$ cat config.mk
export PLATFORM = sky130hd
export DESIGN_NAME = enum_rom_scanner
export DESIGN_NICKNAME = d
export VERILOG_FILES = /design/src/rtl/ers_pkg.sv /design/src/rtl/ers_desc_class.sv /design/src/rtl/ers_addr_match.sv /design/src/rtl/ers_rec_hold.sv /design/src/rtl/enum_rom_scanner.sv
export SDC_FILE = /design/constraint.sdc
export NUM_CORES = 1
export LEC_CHECK = 0
export BUFFER_PORTS_ARGS = -buffer_cell sky130_fd_sc_hd__buf_4
export CORE_MARGIN = 4
export CORE_UTILIZATION = 38
export DETAILED_ROUTE_END_ITERATION = 10
export PLACE_DENSITY = 0.69
export SETUP_SLACK_MARGIN = 0.1
export SYNTH_ARGS = -nofsm -noshare
export SYNTH_HDL_FRONTEND = slang
export SYNTH_SLANG_ARGS = --single-unit
$ cat constraint.sdc
create_clock -name clk -period 3.5 [get_ports clk]
set_input_delay 0.7 -clock clk [delete_from_list [all_inputs] [get_ports clk]]
set_output_delay 0.7 -clock clk [all_outputs]
set_load 0.02 [all_outputs]
$ cat src/rtl/ers_pkg.sv
package ers_pkg;

  localparam int WORD_W   = 32;
  localparam int BASE_LSB = 12;
  localparam int BASE_W   = WORD_W - BASE_LSB;

  localparam logic [3:0] TY_COMP  = 4'h1;
  localparam logic [3:0] TY_MPORT = 4'h3;
  localparam logic [3:0] TY_ADDR  = 4'h5;
  localparam logic [3:0] TY_EOT   = 4'hF;

  localparam logic [1:0] SZ_4K     = 2'd0;
  localparam logic [1:0] SZ_EXPL   = 2'd3;
  localparam logic [1:0] ST_REGS   = 2'd0;
  localparam logic [1:0] ST_WSLAVE = 2'd2;
  localparam logic [1:0] ST_WMAST  = 2'd3;

  typedef enum logic [1:0] {C_IDLE, C_WAIT, C_EMIT} ctrl_t;

  typedef enum logic [2:0] {
    PH_TOP, PH_COMP2, PH_WTYPE, PH_ADDR, PH_AHI, PH_SZ, PH_SZHI
  } phase_t;

  typedef struct packed {
    logic              valid;
    logic              comp;
    logic              mport;
    logic              addr;
    logic              eot;
    logic              upper;
    logic [1:0]        size_t;
    logic [1:0]        slave_t;
    logic [BASE_W-1:0] base;
    logic [11:0]       part;
    logic [7:0]        rev;
    logic [4:0]        n_mp;
    logic [4:0]        n_sp;
  } desc_info_t;

  typedef struct packed {
    logic [11:0]       part;
    logic [7:0]        rev;
    logic [WORD_W-1:0] regbase;
    logic [WORD_W-1:0] wrapbase;
  } core_rec_t;

endpackage

$ cat src/rtl/ers_desc_class.sv
module ers_desc_class
  import ers_pkg::*;
(
  input  logic [WORD_W-1:0] word,
  output desc_info_t        info
);
  logic [3:0] ty;
  assign ty = word[3:0];

  always_comb begin
    info.valid   = word[0];
    info.comp    = (ty == TY_COMP);
    info.mport   = (ty == TY_MPORT);
    // bit 3 flags a wide address and is masked off for the address test
    info.addr    = ((ty & 4'b0111) == TY_ADDR);
    info.eot     = (ty == TY_EOT);
    info.upper   = word[3];
    info.size_t  = word[5:4];
    info.slave_t = word[7:6];
    info.base    = word[WORD_W-1:BASE_LSB];
    info.part    = word[19:8];
    info.rev     = word[31:24];
    info.n_mp    = word[8:4];
    info.n_sp    = word[13:9];
  end
endmodule

$ cat src/rtl/ers_addr_match.sv
module ers_addr_match
  import ers_pkg::*;
(
  input  logic [1:0]        size_t,
  input  logic [1:0]        slave_t,
  input  logic [BASE_W-1:0] base,
  input  logic [1:0]        wrap_sel,
  input  logic [BASE_W-1:0] cur_reg,
  input  logic [BASE_W-1:0] cur_wrap,
  output logic              need_size,
  output logic [BASE_W-1:0] new_reg,
  output logic [BASE_W-1:0] new_wrap,
  output logic              both
);
  logic is4k;

  always_comb begin
    need_size = (size_t == SZ_EXPL);
    is4k      = (size_t == SZ_4K);
    new_reg   = (is4k && cur_reg  == '0 && slave_t == ST_REGS)  ? base : cur_reg;
    new_wrap  = (is4k && cur_wrap == '0 && slave_t == wrap_sel) ? base : cur_wrap;
    both      = (new_reg != '0) && (new_wrap != '0);
  end
endmodule

$ cat src/rtl/ers_rec_hold.sv
module ers_rec_hold
  import ers_pkg::*;
(
  input  logic      clk,
  input  logic      rst,
  input  logic      load,
  input  core_rec_t din,
  input  logic      ready,
  output logic      valid,
  output core_rec_t dout
);
  always_ff @(posedge clk) begin
    if (rst) begin
      valid <= 1'b0;
      dout  <= '0;
    end else if (load) begin
      valid <= 1'b1;
      dout  <= din;
    end else if (valid && ready) begin
      valid <= 1'b0;
    end
  end
endmodule

$ cat src/rtl/enum_rom_scanner.sv
module enum_rom_scanner
  import ers_pkg::*;
#(
  parameter int ADDR_W     = 16,
  parameter int WORD_BYTES = 4
) (
  input  logic              clk,
  input  logic              rst,
  input  logic              start,
  input  logic [ADDR_W-1:0] base_addr,
  output logic              rom_rd,
  output logic [ADDR_W-1:0] rom_addr,
  input  logic              rom_dvalid,
  input  logic [WORD_W-1:0] rom_data,
  output logic              rec_valid,
  input  logic              rec_ready,
  output logic [11:0]       rec_part,
  output logic [7:0]        rec_rev,
  output logic [WORD_W-1:0] rec_regbase,
  output logic [WORD_W-1:0] rec_wrapbase,
  output logic              busy,
  output logic              done,
  output logic              error
);
  localparam logic [ADDR_W-1:0] STEP = ADDR_W'(WORD_BYTES);

  ctrl_t             ctrl;
  phase_t            phase, nxt_phase;
  logic [ADDR_W-1:0] ptr, nptr;
  logic [11:0]       part_q;
  logic [7:0]        rev_q;
  logic [1:0]        wsel;
  logic [BASE_W-1:0] regb, wrapb;
  logic [1:0]        ad_size, ad_slave;
  logic [BASE_W-1:0] ad_base;

  desc_info_t cur;
  logic       word_in, advance, fin_ok, fin_err, emit_now, do_eval;
  logic       wsel_set, clr_bases;
  logic [1:0] wsel_val;
  logic [1:0]        ev_size, ev_slave;
  logic [BASE_W-1:0] ev_base, mt_reg, mt_wrap;
  logic              mt_need, mt_both;
  core_rec_t         rec_in, rec_out;

  ers_desc_class u_class (.word(rom_data), .info(cur));

  // the word under evaluation is either the incoming word or a held address word
  always_comb begin
    if (phase == PH_AHI) begin
      ev_size = ad_size; ev_slave = ad_slave; ev_base = ad_base;
    end else begin
      ev_size = cur.size_t; ev_slave = cur.slave_t; ev_base = cur.base;
    end
  end

  ers_addr_match u_match (
    .size_t(ev_size), .slave_t(ev_slave), .base(ev_base), .wrap_sel(wsel),
    .cur_reg(regb), .cur_wrap(wrapb),
    .need_size(mt_need), .new_reg(mt_reg), .new_wrap(mt_wrap), .both(mt_both)
  );

  assign word_in = (ctrl == C_WAIT) && rom_dvalid;

  always_comb begin
    nxt_phase = phase;
    advance   = 1'b1;
    fin_ok    = 1'b0;
    fin_err   = 1'b0;
    do_eval   = 1'b0;
    wsel_set  = 1'b0;
    wsel_val  = ST_WSLAVE;
    clr_bases = 1'b0;
    case (phase)
      PH_TOP: begin
        if (cur.valid && cur.eot)       fin_ok = 1'b1;
        else if (cur.valid && cur.comp) nxt_phase = PH_COMP2;
      end
      PH_COMP2: begin
        if (!cur.comp) fin_err = 1'b1;
        else if (cur.n_mp == '0 && cur.n_sp == '0) nxt_phase = PH_TOP;
        else begin
          nxt_phase = PH_WTYPE;
          clr_bases = 1'b1;
        end
      end
      PH_WTYPE: begin
        if (cur.mport) begin
          nxt_phase = PH_ADDR; wsel_set = 1'b1; wsel_val = ST_WMAST;
        end else if (cur.addr) begin
          nxt_phase = PH_ADDR; wsel_set = 1'b1; wsel_val = ST_WSLAVE;
          advance   = 1'b0;   // read this address word again
        end else fin_err = 1'b1;
      end
      PH_ADDR: begin
        if (cur.eot) fin_err = 1'b1;
        else if (cur.addr) begin
          if (cur.upper) nxt_phase = PH_AHI;
          else           do_eval   = 1'b1;
        end
      end
      PH_AHI:  do_eval = 1'b1;
      PH_SZ:   nxt_phase = cur.upper ? PH_SZHI : PH_ADDR;
      PH_SZHI: nxt_phase = PH_ADDR;
      default: nxt_phase = PH_TOP;
    endcase
    if (do_eval) begin
      if (mt_need)      nxt_phase = PH_SZ;
      else if (mt_both) nxt_phase = PH_TOP;
      else              nxt_phase = PH_ADDR;
    end
  end

  assign emit_now = do_eval && !mt_need && mt_both;
  assign nptr     = advance ? ptr + STEP : ptr;

  always_ff @(posedge clk) begin
    if (rst) begin
      ctrl     <= C_IDLE;
      phase    <= PH_TOP;
      ptr      <= '0;
      rom_rd   <= 1'b0;
      rom_addr <= '0;
      busy     <= 1'b0;
      done     <= 1'b0;
      error    <= 1'b0;
      part_q   <= '0;
      rev_q    <= '0;
      wsel     <= ST_WSLAVE;
      regb     <= '0;
      wrapb    <= '0;
      ad_size  <= '0;
      ad_slave <= '0;
      ad_base  <= '0;
    end else begin
      case (ctrl)
        C_IDLE: begin
          if (start) begin
            ctrl     <= C_WAIT;
            phase    <= PH_TOP;
            ptr      <= base_addr;
            rom_addr <= base_addr;
            rom_rd   <= 1'b1;
            busy     <= 1'b1;
            done     <= 1'b0;
            error    <= 1'b0;
          end
        end
        C_WAIT: begin
          rom_rd <= 1'b0;
          if (word_in) begin
            phase <= nxt_phase;
            ptr   <= nptr;
            if (phase == PH_TOP)   part_q <= cur.part;
            if (phase == PH_COMP2) rev_q  <= cur.rev;
            if (wsel_set)          wsel   <= wsel_val;
            if (clr_bases) begin
              regb  <= '0;
              wrapb <= '0;
            end else if (do_eval) begin
              regb  <= mt_reg;
              wrapb <= mt_wrap;
            end
            if (phase == PH_ADDR) begin
              ad_size  <= cur.size_t;
              ad_slave <= cur.slave_t;
              ad_base  <= cur.base;
            end
            if (fin_ok || fin_err) begin
              ctrl  <= C_IDLE;
              busy  <= 1'b0;
              done  <= 1'b1;
              error <= fin_err;
            end else if (emit_now) begin
              ctrl <= C_EMIT;
            end else begin
              rom_rd   <= 1'b1;
              rom_addr <= nptr;
            end
          end
        end
        C_EMIT: begin
          if (rec_valid && rec_ready) begin
            ctrl     <= C_WAIT;
            rom_rd   <= 1'b1;
            rom_addr <= ptr;
          end
        end
        default: ctrl <= C_IDLE;
      endcase
    end
  end

  assign rec_in = '{part: part_q, rev: rev_q,
                    regbase:  {mt_reg,  {BASE_LSB{1'b0}}},
                    wrapbase: {mt_wrap, {BASE_LSB{1'b0}}}};

  ers_rec_hold u_hold (
    .clk(clk), .rst(rst), .load(word_in && emit_now), .din(rec_in),
    .ready(rec_ready), .valid(rec_valid), .dout(rec_out)
  );

  assign rec_part     = rec_out.part;
  assign rec_rev      = rec_out.rev;
  assign rec_regbase  = rec_out.regbase;
  assign rec_wrapbase = rec_out.wrapbase;
endmodule

; ---- Yosys cells after proc, flatten, opt, wreduce, memory -nomap -nowiden
; Cells that the tools add are included.
[word_totals]
in_bits = 53
out_inout_bits = 105
n_memories = 0
mem_bits_rw = 0
romBits = 0
elab_cells = 171
reg_bits = 188
latch_bits = 0
[op_classes]
n_div = 0
shifts = 0
multipliers = 0
mux = 80
bitwise_logic = 0
n_addsub = 1
n_lt_le_gt_ge = 0
n_reduce_logical = 40
eq_ne = 29
[ops]
columns = cell, n
row1 = two-way mux 20 bit, 7
row2 = two-way mux 16 bit, 7
row3 = case mux 16 bit (3 select lines), 1
row4 = zero test 20 bit, 2
row5 = nonzero test 20 bit, 2
row6 = two-way mux 3 bit, 13
row7 = two-way mux 1 bit, 33
row8 = case mux 16 bit (2 select lines), 1
row9 = "!= test 4 bit, second input constant", 6
row10 = case mux 3 bit (7 select lines), 1
row11 = AND reduction 3 bit, 7
row12 = two-way mux 2 bit, 9
row13 = "adder 16 x 3 -> 16 bit, second input constant", 1
row14 = logical AND 1 bit, 13
row15 = "equality test 3 bit, second input constant", 4
row16 = AND reduction 11 bit, 1
row17 = zero test 5 bit, 2
row18 = "!= test 2 bit, second input constant", 5
row19 = case mux 1 bit (2 select lines), 4
row20 = AND reduction 4 bit, 2
row21 = "equality test 3 x 2 -> 1 bit, second input constant", 2
row22 = zero test 2 bit, 3
row23 = case mux 1 bit (3 select lines), 2
row24 = case mux 2 bit (3 select lines), 1
row25 = 18 further kinds, 21

; ---- Depth between registers and ports, before layout
[depth]
word_depth = 13
ltp_mapped = 12
mapped_depth_nobuf = 9

; ---- Cells and area by module
; From an unflattened synthesis, not the netlist that was laid out.
[unflattened]
hier_cells = 1165
hier_area_um2 = 10109.7
[by_module_without_submodules]
columns = mod, seq_area_each_um2, instances, cells_each, area_per_inst_um2
row1 = enum_rom_scanner, 2522.4, 1, 753, 6024.5
row2 = ers_rec_hold, 1701.6, 1, 275, 3054.2
row3 = ers_addr_match, 0.0, 1, 77, 565.5
row4 = ers_desc_class, 0.0, 1, 60, 465.4

; ---- Worst setup path before layout
; OpenSTA, ideal clock, no wires.
[synth_timing]
kind = input to register
startpoint = input port rom_data[2]
endpoint = register ctrl[1]
t_required_ns = 3.405
stages = 9
path_slack_ns = 0.780
arrival_time_ns = 2.624
n_path_buf = 3
setup_ns = 0.095
path_cell_list = clkbuf_1 nand4bb_1 nor3_1 nor2_1 and3b_1 clkbuf_1 clkbuf_1 nand3_1 a221oi_1
[synth_between]
elab_chain_len = 8
elab_cells_between_ends = 23
classes_between = eq/ne: 5 / mux: 13 / reduce/logical: 5
[synth_rtl]
columns = element, line_no
row1 = start: declaration, enum_rom_scanner.sv:14  ; input logic [WORD_W-1:0] rom_data,
row2 = equality test 3 bit or equality test 4 bit (tied branches), "ers_desc_class.sv:15, ers_desc_class.sv:16"
row3 = two-way mux 1 bit (tied with other cells), enum_rom_scanner.sv:90  ; end else if (cur.addr) begin
row4 = two-way mux 1 bit (on tied branches), "enum_rom_scanner.sv:88, enum_rom_scanner.sv:76, enum_rom_scanner.sv:96"
row5 = case mux 1 bit (3 select lines) (tied with other cells), enum_rom_scanner.sv:74  ; case (phase)
row6 = logical OR 1 bit or logical AND 1 bit (tied branches), "enum_rom_scanner.sv:169, enum_rom_scanner.sv:114"
row7 = two-way mux 2 bit or logical AND 1 bit (tied branches), "enum_rom_scanner.sv:169, enum_rom_scanner.sv:114"
row8 = two-way mux 2 bit or != test 3 x 2 -> 1 bit (tied branches), -
row9 = case mux 2 bit (3 select lines) or AND reduction 4 bit (tied branches), -
row10 = end signal: assignment, enum_rom_scanner.sv:139  ; ctrl <= C_WAIT;
row11 = end signal: assignment, enum_rom_scanner.sv:170  ; ctrl <= C_IDLE;
row12 = end signal: assignment, enum_rom_scanner.sv:175  ; ctrl <= C_EMIT;
row13 = end: declaration, enum_rom_scanner.sv:27  ; ctrl_t ctrl;
; Several ways; a longest one is shown, not always the timed one. The select of a mux whose other input is x is not followed.
; A chain may end at the register's enable or synchronous reset.

; ---- Worst setup path in the final report
[layout_timing]
startpoint = register phase[0]
endpoint = register ctrl[0]
[layout_between]
elab_chain_len = 11
elab_cells_between_ends = 33
classes_between = eq/ne: 7 / mux: 11 / reduce/logical: 15
[layout_rtl]
columns = element, line_no
row1 = start: declaration, enum_rom_scanner.sv:28  ; phase_t phase, nxt_phase;
row2 = start signal: assignment, enum_rom_scanner.sv:152  ; phase <= nxt_phase;
row3 = equality test 3 bit, "enum_rom_scanner.sv:50, enum_rom_scanner.sv:74"
row4 = two-way mux 2 bit, enum_rom_scanner.sv:50  ; if (phase == PH_AHI) begin
row5 = zero test 2 bit, ers_addr_match.sv:19  ; is4k = (size_t == SZ_4K);
row6 = logical AND 1 bit (on tied branches) (2 in a row), "ers_addr_match.sv:20, ers_addr_match.sv:21"
row7 = two-way mux 20 bit (on tied branches), "ers_addr_match.sv:20, ers_addr_match.sv:21"
row8 = nonzero test 20 bit, ers_addr_match.sv:22  ; both = (new_reg != '0) && (new_wrap != '0);
row9 = logical AND 1 bit, ers_addr_match.sv:22
row10 = logical AND 1 bit, enum_rom_scanner.sv:114  ; assign emit_now = do_eval && !mt_need && mt_both;
row11 = != test 3 x 2 -> 1 bit (no line), -
row12 = AND reduction 4 bit (no line), -
row13 = end signal: assignment, enum_rom_scanner.sv:119  ; ctrl <= C_IDLE;
row14 = end signal: assignment, enum_rom_scanner.sv:139
row15 = end signal: assignment, enum_rom_scanner.sv:170
; Several ways; a longest one is shown, not always the timed one. The select of a mux whose other input is x is not followed.

==> summary.log <==
INFO  routing        route.vias.total=8846
INFO  worst_setup_path timing.critical_path.to_type=flop
INFO  timing         fin_hold_ws=457ps
INFO  routing        routed_via_density=5.66
INFO  synthesis      postSynth.topFlopCell=sky130_fd_sc_hd__dfxtp_1
INFO  power_and_ir_drop switching_power_as_a_share_of_total_power=0.335
INFO  power_and_ir_drop power_frac_clock=0.339
INFO  floorplan      io-pin-count=158
INFO  power_and_ir_drop static_leakage_power=4.08nW
INFO  hold_path      min_path_type=flop to flop
INFO  routing        drt_iter0_drc=890
INFO  run            maxCapViolations=0
INFO  run_status     outcome=complete, no violations
INFO  finish         nNetsFinal=1291
INFO  synthesis      area_share_of_the_largest_cell_type_after_synthesis=0.409
INFO  cts            worstSkewPairLatency=430ps
INFO  finish         layout.cells.most_common_list=sky130_fd_sc_hd__dfxtp_1, sky130_fd_sc_hd__nand2_1, sky130_fd_sc_hd__buf_4, sky130_fd_sc_hd__a21oi_1, sky130_fd_sc_hd__nor2_1
INFO  floorplan      die-height=163um
INFO  routing        number_of_antenna_violating_nets_in_the_routed_design=0
INFO  finish         layout_commonest_cell=sky130_fd_sc_hd__dfxtp_1
INFO  timing         max-slew-margin-rel=0.332
INFO  global_route   grt_antenna_before_repair=0
INFO  cts            worst_setup_hold_path_clk_slew=70ps
INFO  worst_setup_path reg2reg_from=phase[0]$_SDFFE_PP0P_
INFO  power_and_ir_drop power=5.82mW
INFO  worst_setup_path worst_ep_arrival_time=3400ps
INFO  routing        wire_per_inst=17.8um
INFO  power_and_ir_drop p_switching=1.95mW
INFO  synthesis      synth-async-reset-ratio=0
INFO  placement      globalplace.congestion=0.851
INFO  cts            cts_setup_buffers=0
INFO  placement      setup_slack_after_placement=177ps
INFO  timing         setup-violations-final=0
INFO  routing        drt_drc_violations_left=0
INFO  finish         fillers=2345
INFO  floorplan      floorplan.core_area=0.0235mm^2
INFO  worst_setup_path timing.critical_path.from_type=flop
INFO  floorplan      rows=56
INFO  cts            clkSinkCount=187
INFO  floorplan      initial_utilization=0.389
INFO  cts            tritoncts=yes
INFO  finish         num_antenna_cells=0
INFO  timing         fin_setup_tns=0ps
INFO  worst_setup_path worstSetupPathType=flop to flop
INFO  worst_setup_path worstPathRequired=3870ps
INFO  finish         post_route_cells_drive_above_1_share=0.172
INFO  finish         final_instance_count_excl_fillers=1563
INFO  timing         rsz0062_at_grt=no
INFO  finish         multi_input_gate_area_in_the_final_layout=0.00485mm^2
INFO  synthesis      synth_seq_cells=187
INFO  cts            h-tree-depth=4
INFO  global_route   grt.overflow.total=0
INFO  global_route   grt_start_max_net_pins=65
INFO  cts            cts_root_buffer=sky130_fd_sc_hd__clkbuf_16
INFO  synthesis      netlist-cell-type-count=63
INFO  timing         fmax=0.330GHz
INFO  timing         timing.clock.skew=11.3ps
INFO  placement      dpl_cell_area=0.0103mm^2
INFO  synthesis      synth.largest_area_cell=sky130_fd_sc_hd__dfxtp_1
INFO  timing         hold_viol_final=0
INFO  hold_path      holdCritStartpoint=part_q[5]$_SDFFE_PP0P_
INFO  timing         fin_crit_sh=0.866
INFO  synthesis      syn_inst=1158
INFO  floorplan      die_width=163um
INFO  synthesis      ys.warnings.count=0
INFO  synthesis      synth_area=0.00915mm^2
INFO  worst_setup_path critical_path_peak_fanout=63
INFO  power_and_ir_drop power_density=535mW/mm^2
INFO  routing        dr.pass1.iters=7
INFO  timing         pnr_worst_setup_slack=470ps
INFO  finish         ff_latch_area=0.00374mm^2
INFO  power_and_ir_drop share_seq_of_total_power=0.423
INFO  finish         stdcell_area=0.0109mm^2
INFO  timing         report.final.slew_viol_count=0
INFO  timing         timing_worst_slew_pin_value=1000ps
INFO  cts            numCtsBuffers=17
INFO  cts            cts.path.max_buffers=2
INFO  timing         finalWorstPathRequiredPeriod=3030ps
INFO  power_and_ir_drop internal_power=3.87mW
INFO  placement      io_buffer_count=133
INFO  placement      post-place-cells=1531
INFO  cts            ctsHoldBuffers=0
INFO  finish         post-route-util=0.462
INFO  power_and_ir_drop combinationalPowerShare=0.238
INFO  global_route   grt_util_all_layers=0.203
INFO  placement      hpwl_after_detailed_placement=19100um
INFO  synthesis      ys_top_cells_by_area=sky130_fd_sc_hd__dfxtp_1, sky130_fd_sc_hd__a21oi_1, sky130_fd_sc_hd__nand2_1, sky130_fd_sc_hd__nor2_1, sky130_fd_sc_hd__a31oi_1
INFO  global_route   grt_pass1_vias=8301
INFO  synthesis      post_synth_edffs=0
INFO  power_and_ir_drop vdd_drop_max=389uV
INFO  routing        totalWireLength=27800um
INFO  synthesis      yosysSeqAreaShare=0.409
INFO  cts            postCtsResizedCells=0
INFO  global_route   grt_pass1_wl=43600um
INFO  worst_setup_path critical_path.startpoint=phase[0]$_SDFFE_PP0P_
INFO  finish         syn2layout_area_growth=18.8%
INFO  synthesis      postSynthAreaPerCell=7.90um^2
INFO  floorplan      die_footprint=0.0266mm^2
==> worst max-delay path, stage by stage, from the launching register on <==
cell	delay [ps]
sky130_fd_sc_hd__dfxtp_1	310
sky130_fd_sc_hd__or3b_1	730
sky130_fd_sc_hd__mux2_4	490
sky130_fd_sc_hd__a2111oi_4	300
sky130_fd_sc_hd__a21boi_2	130
sky130_fd_sc_hd__o211a_2	280
sky130_fd_sc_hd__buf_12	200
sky130_fd_sc_hd__a2111o_1	430
sky130_fd_sc_hd__nand3_1	70
==> logic make-up (layout without fill, tap and decap cells) <==
group / count (synthesis) / after routing / share of synthesized area
adders and majority gates: 7 / 7 / 0.00957
muxes: 33 / 33 / 0.0375
AOI/OAI and AO/OA: 362 / 362 / 0.251
and+or+nand+nor: 413 / 413 / 0.206
xor gates and xnor gates: 14 / 14 / 0.0134
other: 1 / 24 / 0.000410
DFF: 187 / 187 / 0.409
buffers and inverters: 141 / 204 / 0.0728
==> registers in the layout, summed over array words and instances (netlist names), 2 cells and up <==
| signal | flops |
|---|---|
| rev_q | 8 |
| regb | 20 |
| ad_base | 20 |
| rom_addr | 16 |
| wrapb | 20 |
| ad_slave | 2 |
| u_hold.dout | 60 |
| ptr | 16 |
| part_q | 12 |
| ctrl | 2 |
| ad_size | 2 |
| phase | 3 |
==> layer usage <==
metal  GRT usage  wire length [um]
met5           0                 0
met4      0.0801               935
met3      0.0590              2140
met2       0.326             12700
met1       0.257             12000
==> worst paths after layout <==
check                                         endpoint  slack [ps]  depth (start not counted)
worst max-delay path              ctrl[0]$_SDFFE_PP0P_         470                          8
worst min-delay path            part_q[5]$_SDFFE_PP0P_         460                          2
worst max register to register    ctrl[0]$_SDFFE_PP0P_         470                          8
worst min register to register  part_q[5]$_SDFFE_PP0P_         460                          2
==> power groups by stage <==
stage               logic (mW)  registers (mW)  clock network (mW)
floorplan                0.916            2.54                   0
finish                    1.39            2.46                1.97
global route              1.53            2.49                2.08
detailed placement        1.38            2.50                   0
global placement          1.36            2.50                   0
CTS                       1.39            2.46                2.00
==> Yosys cell counts, drive strengths merged (9+ instances only) <==
| master | n |
|---|---|
| dfxtp | 187 |
| nand2 | 180 |
| a21oi | 147 |
| nor2 | 103 |
| clkbuf | 85 |
| a31oi | 61 |
| buf | 45 |
| a211oi | 42 |
| a22oi | 26 |
| mux2i | 26 |
| nand4 | 26 |
| o31ai | 23 |
| nor3 | 22 |
| nor4 | 22 |
| o21ai | 22 |
| nand3 | 12 |
| inv | 11 |
| a211o | 10 |
| nand2b | 10 |
| xnor2 | 9 |
==> area by class of cell <==
cell class | instances | share of cell area
multi-input cells | 853 | 0.446
repair buffers | 161 | 0.113
clock buffers | 19 | 0.0417
flip-flops and latches | 187 | 0.344
inverters | 11 | 0.00380
well taps | 319 | 0.0367
clock inverters | 13 | 0.0139
Power figures use the tool's default switching activity.
